[src/rtl/fdm_pkg.sv]
package fdm_pkg;
  // Upper bound for unit counts handled by the helper below
  parameter int unsigned FDM_MAX_UNITS = 64;

  typedef logic [FDM_MAX_UNITS-1:0] fdm_wide_t;

  // One-hot vector with only bit idx set
  function automatic fdm_wide_t unit_mask(input int unsigned idx);
    fdm_wide_t m;
    m = '0;
    m[idx] = 1'b1;
    return m;
  endfunction
endpackage

[src/rtl/fdm_row.sv]
// One row of both wait planes with its next-state logic
module fdm_row #(
  parameter int unsigned N   = 8,
  parameter int unsigned ROW = 0
) (
  input  logic         clk,
  input  logic         rst,
  input  logic         load,
  input  logic [N-1:0] rd_in,
  input  logic [N-1:0] wr_in,
  input  logic [N-1:0] done_vec,
  output logic [N-1:0] rd_row,
  output logic [N-1:0] wr_row,
  output logic [N-1:0] rd_nxt,
  output logic [N-1:0] wr_nxt
);
  localparam fdm_pkg::fdm_wide_t SELF_W = fdm_pkg::unit_mask(ROW);
  localparam logic [N-1:0]       SELF   = SELF_W[N-1:0];

  always_comb begin
    if (load) begin
      // issue wins over the row clear; self and finishing units dropped
      rd_nxt = rd_in & ~done_vec & ~SELF;
      wr_nxt = wr_in & ~done_vec & ~SELF;
    end else if (done_vec[ROW]) begin
      rd_nxt = '0;
      wr_nxt = '0;
    end else begin
      rd_nxt = rd_row & ~done_vec;
      wr_nxt = wr_row & ~done_vec;
    end
  end

  always_ff @(posedge clk) begin
    if (rst) begin
      rd_row <= '0;
      wr_row <= '0;
    end else begin
      rd_row <= rd_nxt;
      wr_row <= wr_nxt;
    end
  end
endmodule

[src/rtl/fdm_ready.sv]
// Registered NOR reductions across each row of the next-state planes
module fdm_ready #(
  parameter int unsigned N = 8
) (
  input  logic                clk,
  input  logic                rst,
  input  logic [N-1:0][N-1:0] rd_nxt,
  input  logic [N-1:0][N-1:0] wr_nxt,
  output logic [N-1:0]        may_read,
  output logic [N-1:0]        may_write
);
  logic [N-1:0] rd_free, wr_free;

  for (genvar r = 0; r < N; r++) begin : g_nor
    assign rd_free[r] = ~|wr_nxt[r];
    assign wr_free[r] = ~|rd_nxt[r];
  end

  always_ff @(posedge clk) begin
    if (rst) begin
      may_read  <= '1;
      may_write <= '1;
    end else begin
      may_read  <= rd_free;
      may_write <= wr_free;
    end
  end
endmodule

[src/rtl/fu_dep_matrix.sv]
module fu_dep_matrix #(
  parameter int unsigned N_UNITS = 8,
  parameter int unsigned UNIT_W  = (N_UNITS > 1) ? $clog2(N_UNITS) : 1
) (
  input  logic               clk,
  input  logic               rst,
  input  logic               issue_valid,
  input  logic [UNIT_W-1:0]  issue_unit,
  input  logic [N_UNITS-1:0] issue_rd_wait,
  input  logic [N_UNITS-1:0] issue_wr_wait,
  input  logic [N_UNITS-1:0] done_vec,
  output logic [N_UNITS-1:0] may_read,
  output logic [N_UNITS-1:0] may_write
);
  logic [N_UNITS-1:0]              load_vec;
  logic [N_UNITS-1:0][N_UNITS-1:0] rd_plane, wr_plane;
  logic [N_UNITS-1:0][N_UNITS-1:0] rd_next, wr_next;

  // Binary issue index to one-hot row load
  for (genvar r = 0; r < N_UNITS; r++) begin : g_dec
    assign load_vec[r] = issue_valid && (issue_unit == UNIT_W'(r));
  end

  for (genvar r = 0; r < N_UNITS; r++) begin : g_row
    fdm_row #(.N(N_UNITS), .ROW(r)) u_row (
      .clk      (clk),
      .rst      (rst),
      .load     (load_vec[r]),
      .rd_in    (issue_rd_wait),
      .wr_in    (issue_wr_wait),
      .done_vec (done_vec),
      .rd_row   (rd_plane[r]),
      .wr_row   (wr_plane[r]),
      .rd_nxt   (rd_next[r]),
      .wr_nxt   (wr_next[r])
    );
  end

  fdm_ready #(.N(N_UNITS)) u_ready (
    .clk       (clk),
    .rst       (rst),
    .rd_nxt    (rd_next),
    .wr_nxt    (wr_next),
    .may_read  (may_read),
    .may_write (may_write)
  );
endmodule

[config.mk]
export PLATFORM = sky130hd
export DESIGN_NAME = fu_dep_matrix
export DESIGN_NICKNAME = d
export VERILOG_FILES = /design/src/rtl/fdm_pkg.sv /design/src/rtl/fdm_row.sv /design/src/rtl/fdm_ready.sv /design/src/rtl/fu_dep_matrix.sv
export SDC_FILE = /design/constraint.sdc
export NUM_CORES = 1
export LEC_CHECK = 0
export BUFFER_PORTS_ARGS = -buffer_cell sky130_fd_sc_hd__buf_4
export CAP_MARGIN = 0
export CORE_MARGIN = 3
export CORE_UTILIZATION = 38
export CTS_CLUSTER_SIZE = 12
export DETAILED_ROUTE_END_ITERATION = 16
export GPL_ROUTABILITY_DRIVEN = 1
export PLACE_DENSITY = 0.55
export SYNTH_ARGS = -nofsm -noshare
export SYNTH_HDL_FRONTEND = slang
export SYNTH_SLANG_ARGS = --single-unit
[constraint.sdc]
create_clock -name clk -period 1.25 [get_ports clk]
set_input_delay 0.0625 -clock clk [delete_from_list [all_inputs] [get_ports clk]]
set_output_delay 0.0625 -clock clk [all_outputs]
set_load 0.03 [all_outputs]
==> Flow_metrics.wiki <==
{| class="wikitable"
! Metric !! Value
|-
| Source-to-sink clock delay at the later pin of the worst-skew pair || 0.42 ns
|-
| Via count normalized by instance count || 5.62
|-
| Data arrival time of the critical path || 1.57 ns
|-
| Die extent in x || 137 um
|-
| Worst path bufs/invs || 0
|-
| Number of nets in the layout || 909
|-
| Final critical delay including setup and external delays || 1.22 ns
|-
| Leak || 0.00297 uW
|-
| Pwr per Cell Area || 1280 nW/um^2
|-
| HP Class || in -> reg
|-
| Cell-by-cell listing of the critical path || nor2b_4 -> a2111oi_4 -> nand4_1 -> a22oi_2
|-
| Max_slew headroom || 71.9%
|-
| RSZ-0062 raised after global routing || yes
|-
| Count of mapped cells out of synthesis || 809
|-
| Accumulated negative setup slack || 0 ns
|-
| Mean instance size in the synthesized netlist || 8.07 um^2
|-
| Cell Count, Final, Fillers Out || 1109
|-
| Global-route wire length before repair || 35200 um
|-
| Post-synth net total || 839
|-
| Initial core utilization || 39.1%
|-
| Number of global-route vias before repair || 5878
|-
| Type of the worst setup path || reg -> reg
|-
| Count of max-cap constraint violations || 0
|-
| FFs w/ async S/R, synth || 0%
|-
| Commonest non-fill, non-tap cells in the layout || sky130_fd_sc_hd__dfxtp_1, sky130_fd_sc_hd__a21oi_1, sky130_fd_sc_hd__buf_4
|-
| Global Route Usage Sum || 25.7%
|-
| Clock sinks || 144
|-
| Worst setup SP type || register
|-
| Vias after detailed routing || 6238
|-
| Biggest cell delay along the critical path || 0.33 ns
|-
| Diode insertion count for antenna repair || 0
|-
| Cell at the root of the clock tree || sky130_fd_sc_hd__clkbuf_16
|-
| Area added between synthesis and finish || 28.1%
|-
| Clock slew at reported path FFs || 0.06 ns
|-
| Transition time of the tightest slew-check pin || 0.420 ns
|-
| Final GP Congestion || 0.867
|-
| Final setup fails || 0
|-
| DR WL/cell || 21.4 um
|-
| Fillers || 1626
|-
| Fraction of the cycle the final worst path needs || 97.9%
|-
| Overall routed net length || 23700 um
|-
| DIE AREA || 18800 um^2
|-
| Post-route cell area || 8360 um^2
|-
| Post-synthesis register bit count || 144
|-
| Vertical extent of the die || 137 um
|-
| Hpwl dp || 16100 um
|-
| Overall power after layout || 10700 uW
|-
| Antenna violations before repair || 0
|-
| Clock tree from TritonCTS || yes
|-
| Share of post-route cells with drive strength above 1 || 23.1%
|-
| Post-synthesis cell area || 6530 um^2
|-
| Final clock skew || 0.00646 ns
|-
| Maximum buffer depth of the clock tree || 2
|-
| Final ANT Viol Nets || 0
|-
| Port Buffer Count || 45
|-
| Main synth FF type || sky130_fd_sc_hd__dfxtp_1
|-
| Post-DP Area || 7560 um^2
|-
| Kind of cell adding the most delay to the critical path || compound AO/OA/AOI/OAI gates
|-
| Sequential fraction of the synthesis area || 44.2%
|-
| Detailed router's first-iteration violation count || 703
|-
| Final hold viol count || 0
|-
| Clock buffers created by TritonCTS || 17
|-
| Number of synthesized flops with an enable pin || 0
|-
| Yosys warnings || 0
|-
| Fin. max-slew vios || 0
|-
| Final routed DRC violation total || 0
|-
| Std cell rows || 47
|-
| Top achievable clock speed || 0.817 GHz
|-
| CTS H-tree depth || 4
|-
| Most frequent standard cell in the layout excluding fill and tap cells || sky130_fd_sc_hd__dfxtp_1
|-
| Synth unique cells || 32
|-
| Worst EP required || 1.59 ns
|-
| Cell count after placement || 1079
|-
| Crit path max-delay cell type || sky130_fd_sc_hd__a2111oi_4
|-
| Final-layout worst hold slack || 0.0362 ns
|-
| Total gr overflow || 0
|-
| Worst-case vdd ir drop || 0.908 mV
|-
| CORE AREA || 16700 um^2
|-
| Worst Path Max Fanout || 2
|-
| Seq. cell area || 2890 um^2
|-
| Outcome || finished, final reports clean
|-
| TritonRoute pass-1 iters || 5
|-
| Top-level I/O count || 46
|-
| Largest net degree at the start of global routing || 31
|-
| Combined area of the multi-input logic cells || 3520 um^2
|-
| Kind of capture point of the worst setup path || register
|}
## routing by layer
layer	vias to the layer above	global-route usage (%)	part of all wire, %
met2	315	39.8	45
met5	-	0	0
met1	2959	35.0	44
met3	54	5.00	7.5
li1	2910	-	-
met4	0	10.9	3.4
## final timing paths
| path | endpoint | cells past startpoint | startpoint | slack [ns] |
|---|---|---|---|---|
| worst min-delay path | g_row[6].u_row.wr_row[0] | 3 | done_vec[6] | 0.04 |
| worst min register to register | g_row[3].u_row.wr_row[3] | 1 | g_row[3].u_row.wr_row[3] | 0.46 |
| worst max-delay path | u_ready.may_write[5] | 4 | g_row[5].u_row.rd_row[2] | 0.03 |
| worst max register to register | u_ready.may_write[5] | 4 | g_row[5].u_row.rd_row[2] | 0.03 |
## worst register-to-register path, cell delays in order (launching register included)
cell	delay, ns
sky130_fd_sc_hd__dfxtp_2	0.32
sky130_fd_sc_hd__nor2b_4	0.13
sky130_fd_sc_hd__a2111oi_4	0.33
sky130_fd_sc_hd__nand4_1	0.15
sky130_fd_sc_hd__a22oi_2	0.22
## state kept, by name (all words and copies together), names as in the netlist
| name | flops |
|---|---|
| u_ready.may_read | 8 |
| u_ready.may_write | 8 |
| g_row.u_row.wr_row | 64 |
| g_row.u_row.rd_row | 64 |
## synth_stat cells, drive strengths merged, types with 17 or more instances
library cell,count,area share [%]
clkbuf,44,2.5
dfxtp,144,44
nand2b,23,2.2
buf,36,2.8
nand3,54,4.1
nand4,17,1.6
a21oi,121,9.3
nand2,84,4.8
nand3b,30,3.4
nor2,69,4.0
nor2b,69,6.7
nor3b,39,4.5
## power by group
part	switching (uW)	leakage [uW]	internal (uW)
clock network	1880	0.000278	2980
registers	16.5	0.00117	4630
logic	741	0.00153	426
total	2640	0.00297	8040
## timing repair
action,CTS,global route
setup buffers,0,0
pin swaps,0,25
hold endpoints to repair,4,0
hold buffers,1,0
resized for setup,10,46
setup endpoints to repair,7,13
## cell families after synthesis
family	count (synthesis)	share of synthesized area, %
AOI/OAI and AO/OA	160	14.5
buffers and inverters	84	5.58
DFF	144	44.2
and+or+nand+nor	421	35.8
## through the flow
step / setup slack (ns) / utilization (%)
after floorplan: 0.140 / -
after global placement: -0.113 / 45.3
after detailed placement: -0.119 / 45.3
after CTS: 0.000527 / 48.8
after global routing: -0.0429 / 50.1
final: 0.0261 / 50.1
## cell type report
class	count	area share, %
tap	220	3.29
multi-input combinational	581	42.1
sequential	144	34.6
inverter	4	0.180
timing repair buffer	131	13.3
clock inverter	8	1.08
clock buffer	21	5.51
Note: power is estimated with default switching activity, not from simulation.
